## src/rtl/dmac_pkg.sv

```systemverilog
package dmac_pkg;

   typedef enum logic {
      MODE_ARRAY = 1'b0,
      MODE_LANE  = 1'b1
   } dmac_mode_e;

   function automatic int unsigned wmax(input int unsigned x, input int unsigned y);
      return (x > y) ? x : y;
   endfunction

endpackage

```

## src/rtl/dmac_fwd.sv

```systemverilog
module dmac_fwd #(
   parameter int unsigned W = 8,
   parameter int unsigned N = 2
) (
   input  logic                clk,
   input  logic                rst_n,
   input  logic                en,
   input  logic [N-1:0][W-1:0] d,
   output logic [N-1:0][W-1:0] q
);
   for (genvar g = 0; g < N; g++) begin : g_port
      always_ff @(posedge clk or negedge rst_n) begin
         if (!rst_n)  q[g] <= '0;
         else if (en) q[g] <= d[g];
      end
   end
endmodule

```

## src/rtl/dmac_opsel.sv

```systemverilog
module dmac_opsel #(
   parameter int unsigned ARR_W  = 8,
   parameter int unsigned ACC_W  = 32,
   parameter int unsigned LANE_W = 32,
   parameter int unsigned MW     = 32
) (
   input  logic              sel_lane,
   input  logic [ARR_W-1:0]  arr_a,
   input  logic [ARR_W-1:0]  arr_b,
   input  logic              arr_clr,
   input  logic [ACC_W-1:0]  acc_q,
   input  logic [LANE_W-1:0] s1_a,
   input  logic [LANE_W-1:0] s1_b,
   input  logic [LANE_W-1:0] s1_c,
   input  logic              s1_add,
   output logic [MW-1:0]     y
);
   logic signed [MW-1:0] ea, eb, eacc, la, lb, lc;
   logic signed [MW-1:0] mul_x, mul_y, mul_z;

   assign ea   = MW'($signed(arr_a));
   assign eb   = MW'($signed(arr_b));
   assign eacc = MW'($signed(acc_q));
   assign la   = MW'($signed(s1_a));
   assign lb   = MW'($signed(s1_b));
   assign lc   = MW'($signed(s1_c));

   always_comb begin
      if (sel_lane) begin
         mul_x = la;
         mul_y = lb;
         mul_z = s1_add ? lc : '0;
      end else begin
         mul_x = ea;
         mul_y = eb;
         mul_z = arr_clr ? '0 : eacc;
      end
   end

   // the one shared multiply-add
   assign y = mul_x * mul_y + mul_z;
endmodule

```

## src/rtl/dmac_acc.sv

```systemverilog
module dmac_acc #(
   parameter int unsigned ACC_W = 32
) (
   input  logic             clk,
   input  logic             rst_n,
   input  logic             upd,
   input  logic             zero,
   input  logic [ACC_W-1:0] y_acc,
   output logic [ACC_W-1:0] acc_q
);
   always_ff @(posedge clk or negedge rst_n) begin
      if (!rst_n)     acc_q <= '0;
      else if (upd)   acc_q <= zero ? '0 : y_acc;
   end
endmodule

```

## src/rtl/dmac_lane_pipe.sv

```systemverilog
module dmac_lane_pipe #(
   parameter int unsigned LANE_W = 32
) (
   input  logic              clk,
   input  logic              rst_n,
   input  logic              req,
   input  logic              add_in,
   input  logic [LANE_W-1:0] a_in,
   input  logic [LANE_W-1:0] b_in,
   input  logic [LANE_W-1:0] c_in,
   output logic [LANE_W-1:0] s1_a,
   output logic [LANE_W-1:0] s1_b,
   output logic [LANE_W-1:0] s1_c,
   output logic              s1_add,
   input  logic [LANE_W-1:0] y_lane,
   output logic [LANE_W-1:0] res,
   output logic              res_vld
);
   logic s1_vld;

   always_ff @(posedge clk or negedge rst_n) begin
      if (!rst_n) begin
         s1_vld <= 1'b0;
         s1_add <= 1'b0;
         s1_a   <= '0;
         s1_b   <= '0;
         s1_c   <= '0;
      end else begin
         s1_vld <= req;
         if (req) begin
            s1_add <= add_in;
            s1_a   <= a_in;
            s1_b   <= b_in;
            s1_c   <= c_in;
         end
      end
   end

   always_ff @(posedge clk or negedge rst_n) begin
      if (!rst_n) begin
         res     <= '0;
         res_vld <= 1'b0;
      end else begin
         res_vld <= s1_vld;
         if (s1_vld) res <= y_lane;
      end
   end
endmodule

```

## src/rtl/dualmode_mac_cell.sv

```systemverilog
module dualmode_mac_cell #(
   parameter int unsigned ARR_W  = 8,
   parameter int unsigned ACC_W  = 32,
   parameter int unsigned LANE_W = 32
) (
   input  logic              clk,
   input  logic              rst_n,
   input  logic              lane_mode,
   input  logic              arr_vld,
   input  logic              arr_clr,
   input  logic [ARR_W-1:0]  west_a,
   input  logic [ARR_W-1:0]  north_b,
   output logic [ARR_W-1:0]  east_a,
   output logic [ARR_W-1:0]  south_b,
   output logic [ACC_W-1:0]  acc_out,
   input  logic              lane_vld,
   input  logic              lane_add,
   input  logic [LANE_W-1:0] lane_a,
   input  logic [LANE_W-1:0] lane_b,
   input  logic [LANE_W-1:0] lane_c,
   output logic [LANE_W-1:0] lane_res,
   output logic              lane_res_vld
);
   import dmac_pkg::*;

   localparam int unsigned MW = wmax(ACC_W, LANE_W);

   if (ARR_W < 2) begin : g_bad_arr
      $error("ARR_W must be at least 2");
   end
   if (2 * ARR_W > ACC_W) begin : g_bad_acc
      $error("ACC_W must hold a full array product");
   end
   if (LANE_W < 2) begin : g_bad_lane
      $error("LANE_W must be at least 2");
   end

   dmac_mode_e mode_q;
   logic       lane_eff;
   logic       arr_upd;

   always_ff @(posedge clk or negedge rst_n) begin
      if (!rst_n) mode_q <= MODE_ARRAY;
      else        mode_q <= lane_mode ? MODE_LANE : MODE_ARRAY;
   end

   assign lane_eff = (mode_q == MODE_LANE);
   assign arr_upd  = !lane_eff && (arr_vld || arr_clr);

   logic [1:0][ARR_W-1:0] fwd_d, fwd_q;
   assign fwd_d   = {north_b, west_a};
   assign east_a  = fwd_q[0];
   assign south_b = fwd_q[1];

   dmac_fwd #(.W(ARR_W), .N(2)) i_fwd (
      .clk  (clk),
      .rst_n(rst_n),
      .en   (!lane_eff),
      .d    (fwd_d),
      .q    (fwd_q)
   );

   logic [LANE_W-1:0] s1_a, s1_b, s1_c;
   logic              s1_add;
   logic [MW-1:0]     y;

   dmac_opsel #(.ARR_W(ARR_W), .ACC_W(ACC_W), .LANE_W(LANE_W), .MW(MW)) i_opsel (
      .sel_lane(lane_eff),
      .arr_a   (west_a),
      .arr_b   (north_b),
      .arr_clr (arr_clr),
      .acc_q   (acc_out),
      .s1_a    (s1_a),
      .s1_b    (s1_b),
      .s1_c    (s1_c),
      .s1_add  (s1_add),
      .y       (y)
   );

   dmac_acc #(.ACC_W(ACC_W)) i_acc (
      .clk  (clk),
      .rst_n(rst_n),
      .upd  (arr_upd),
      .zero (arr_clr && !arr_vld),
      .y_acc(y[ACC_W-1:0]),
      .acc_q(acc_out)
   );

   dmac_lane_pipe #(.LANE_W(LANE_W)) i_lane (
      .clk    (clk),
      .rst_n  (rst_n),
      .req    (lane_vld && lane_mode),
      .add_in (lane_add),
      .a_in   (lane_a),
      .b_in   (lane_b),
      .c_in   (lane_c),
      .s1_a   (s1_a),
      .s1_b   (s1_b),
      .s1_c   (s1_c),
      .s1_add (s1_add),
      .y_lane (y[LANE_W-1:0]),
      .res    (lane_res),
      .res_vld(lane_res_vld)
   );
endmodule

```

## config.mk

```make
export PLATFORM = sky130hd
export DESIGN_NAME = dualmode_mac_cell
export DESIGN_NICKNAME = d
export VERILOG_FILES = /design/src/rtl/dmac_pkg.sv /design/src/rtl/dmac_fwd.sv /design/src/rtl/dmac_opsel.sv /design/src/rtl/dmac_acc.sv /design/src/rtl/dmac_lane_pipe.sv /design/src/rtl/dualmode_mac_cell.sv
export SDC_FILE = /design/constraint.sdc
export NUM_CORES = 2
export LEC_CHECK = 0
export ABC_AREA = 1
export BUFFER_PORTS_ARGS = -buffer_cell sky130_fd_sc_hd__buf_2
export CAP_MARGIN = 40
export CORE_ASPECT_RATIO = 0.6
export CORE_MARGIN = 10
export CORE_UTILIZATION = 24
export CTS_CLUSTER_DIAMETER = 40
export CTS_CLUSTER_SIZE = 8
export DETAILED_ROUTE_END_ITERATION = 16
export GPL_ROUTABILITY_DRIVEN = 1
export SLEW_MARGIN = 15
export SYNTH_ARGS = -nofsm -noshare
export SYNTH_HDL_FRONTEND = slang
export SYNTH_HIERARCHICAL = 1
export SYNTH_SLANG_ARGS = --single-unit
```

## constraint.sdc

```tcl
create_clock -name clk -period 9.1 [get_ports clk]
set_input_delay 0.455 -clock clk [delete_from_list [all_inputs] [get_ports clk]]
set_output_delay 0.455 -clock clk [all_outputs]
set_load 0.03 [all_outputs]
```

==> impl_metrics.env <==
export IMPL_status="complete, no violations"
export IMPL_fin_worst_skew_ps=28.6
export IMPL_synth_edf_count=0
export IMPL_async_flop_share_pct=100
export IMPL_end_kind="register"
export IMPL_finalSetupViolations=0
export IMPL_dr_first_iter_drc_count=2208
export IMPL_ant_nets=0
export IMPL_hold_viol_final=0
export IMPL_start_util_pct=24.2
export IMPL_synth_cells=3338
export IMPL_cts_buffer_depth=2
export IMPL_max_slew_margin_pct=41.0
export IMPL_vias_per_cell=4.32
export IMPL_critPathKind="reg2reg"
export IMPL_netlist_cell_type_count=41
export IMPL_grt_use_met2_pct=18.0
export IMPL_die_h_um=275
export IMPL_netlist_area_um2=25900
export IMPL_ys_warn_count=6
export IMPL_ys_flop_type="dfrtp_1"
export IMPL_cp_start_kind="register"
export IMPL_nNetsFinal=4189
export IMPL_wl_per_cell_um=16.8
export IMPL_antenna_found_initial=8
export IMPL_grtUsageMet3_pct=4.72
export IMPL_path_delay_family="adder cells"
export IMPL_busiest_layer="met1"
export IMPL_placementRows=93
export IMPL_via_count=21300
export IMPL_syn_area_per_cell_um2=7.76
export IMPL_coreArea_um2=107000
export IMPL_final_setup_tns_ps=0
export IMPL_cp_arrival_ps=8940
export IMPL_grt_pass1_vias=21200
export IMPL_die_area_um2=122000
export IMPL_slew_violations=0
export IMPL_grt_ovfl_total=0
export IMPL_cts_tree="built"
export IMPL_worst_pin_slew_ps=885
export IMPL_place_area_um2=28400
export IMPL_areaGrowthSynthToFinish_pct=12.2
export IMPL_hold_path_class="in2reg"
export IMPL_ioPinCount=200
export IMPL_clk_pin_slew_ps=80
export IMPL_clk_insertion_delay_late_ps=490
export IMPL_max_stage_delay_ps=620
export IMPL_cp_max_fo=56
export IMPL_critPathBufInv=6
export IMPL_ctsResizeCount=0
export IMPL_final_area_um2=29100
export IMPL_crit_path_frequent_cell="fa_1"
export IMPL_yosysSeqAreaShare_pct=17.4
export IMPL_gp_congestion=0.900
export IMPL_max_cap_viol_count=0
export IMPL_grt_pass1_wl_um=127000
export IMPL_grtUsageMet1_pct=20.6
export IMPL_fin_crit_sh_pct=93.7
export IMPL_htree_levels=4
export IMPL_finalWirelength_um=82900
export IMPL_cts_sinks=180
export IMPL_ys_seq_elements=180
export IMPL_dieWidth_um=444
export IMPL_layout_drive_gt1_share_pct=10.1
export IMPL_grt_usage_pct=13.4
export IMPL_synth_fp_nets=4046
export IMPL_cts_root_buf="clkbuf_16"
export IMPL_numPortBuffers=199
export IMPL_slowest_stage="nand2_1"
export IMPL_fmax_mhz=117
export IMPL_drc=0
export IMPL_fin_crit_ps=8530
export IMPL_cts_made_buffers=17
export IMPL_drt_pass1_iterations=6
export IMPL_rsz0062_at_grt="false"
export IMPL_critPathRequiredTime_ps=9510
export IMPL_hpwl_um=68700
export IMPL_grt_max_degree=77
[worst paths after layout]
path / from / to / slack [ps] / depth (start not counted)
setup / recovery: lane_eff / i_acc/acc_q[27] / 570 / 26
max in group asynchronous: rst_n / i_lane/s1_vld / 6910 / 5
setup reg to reg: lane_eff / i_acc/acc_q[27] / 570 / 26
hold / removal: lane_mode / lane_eff / 110 / 1
min in group asynchronous: rst_n / i_fwd/q[13] / 480 / 2
hold reg to reg: i_lane/res[5] / i_lane/res[5] / 470 / 2
[cells in the mapped netlist (5+ instances only)]
| cell type | n | area (µm²) |
|---|---|---|
| clkbuf_1 | 73 | 274 |
| nand4_1 | 6 | 37.5 |
| o21ai_0 | 16 | 80.1 |
| nand2_2 | 44 | 275 |
| inv_1 | 819 | 3070 |
| fa_1 | 438 | 8770 |
| xor2_1 | 24 | 210 |
| dfrtp_1 | 180 | 4500 |
| ha_1 | 151 | 1890 |
| a21oi_1 | 33 | 165 |
| xnor2_1 | 16 | 140 |
| a22oi_1 | 27 | 203 |
| nand3_1 | 92 | 460 |
| a21o_1 | 5 | 37.5 |
| buf_2 | 19 | 95.1 |
| nor2_1 | 51 | 191 |
| nand2_4 | 7 | 78.8 |
| buf_6 | 18 | 203 |
| nand2_1 | 1260 | 4730 |
| buf_1 | 7 | 26.3 |
| nand3b_1 | 9 | 67.6 |
| buf_4 | 10 | 75.1 |
[cells in the final DEF (no fill, tap or decap), types with 3 or more instances in the layout]
cell	count
nor2_1	49
xor2_1	24
dfrtp_1	179
fa_1	438
inv_8	4
clkbuf_16	17
a22oi_1	27
ha_1	151
clkinv_8	5
a21oi_1	33
buf_2	198
a21o_1	5
inv_1	818
a22o_1	4
nand3b_1	9
nand2_1	1260
nor3_1	3
nand4_1	6
nand2_4	7
o21ai_0	16
nand3_1	92
diode_2	4
buf_4	51
nand2_2	44
xnor2_1	16
inv_6	4
[cell type report]
type	instances	area, µm²
well taps	1425	1780
diodes	4	10.0
inverters	826	3120
fillers	11700	78100
flip-flops and latches	180	4510
multi-input cells	2199	17500
repair buffers	257	1510
clock inverters	15	213
clock buffers	17	425
[cells by family (layout without fill, tap and decap cells)]
kind of cell,count (synthesis),count (layout),synth area share [%]
AND/OR/NAND/NOR,1477,1477,22.8
other,0,4,0
AO/OA/AOI/OAI,93,93,2.25
XOR/XNOR,40,40,1.35
buffers and inverters,959,1115,15.0
adder cells (fa/ha/maj),589,589,41.1
flip-flops,180,180,17.4
[registers in the layout, summed over array words and instances (netlist names)]
signal	flops
i_acc/acc_q	32
i_lane/res	32
i_lane/s1_a	32
i_lane/s1_b	32
i_lane/s1_c	32
i_fwd/q	16
i_lane/res_vld	1
i_lane/s1_add	1
i_lane/s1_vld	1
lane_eff	1
[what timing repair did]
item / CTS / global route
setup buffers: 0 / 0
hold endpoints to repair: 57 / 0
hold buffers: 1 / 0
[worst reg2reg max path: stages (launching register included)]
cell	delay, ps
dfrtp_2	600
buf_4	540
nand2_1	120
nand2_1	620
nand2_1	210
fa_1	550
inv_1	50
fa_1	530
inv_1	50
fa_1	510
fa_1	560
inv_1	50
fa_1	480
fa_1	530
fa_1	500
inv_1	50
fa_1	470
inv_1	40
ha_1	360
nand2_1	150
nor4_1	400
nand4_1	160
nand3_1	180
a21oi_1	120
xnor2_1	360
nand3_1	150
nand2_1	100
[routing by layer]
layer  part of all wire, %  wire length (µm)
met5                 0.060                50
met4                  0.92               762
met3                    12             10000
met2                    39             31900
met1                    48             40100
[per-stage QoR]
| step | util (%) | hold slack (ps) | setup slack (ps) | std cells |
|---|---|---|---|---|
| floorplan | - | 159 | 2040 | 3338 |
| global placement | 26.5 | 449 | 883 | 4882 |
| detailed placement | 26.5 | 453 | 715 | 4885 |
| CTS | 27.1 | 89.6 | 704 | 4918 |
| global route | 27.1 | 94.2 | 229 | 4921 |
| finish | 27.1 | 107 | 570 | 4923 |
Power is left out: the tool's default activity adds up to more than one toggle a clock period on the data nets, which glitch-free logic cannot reach.
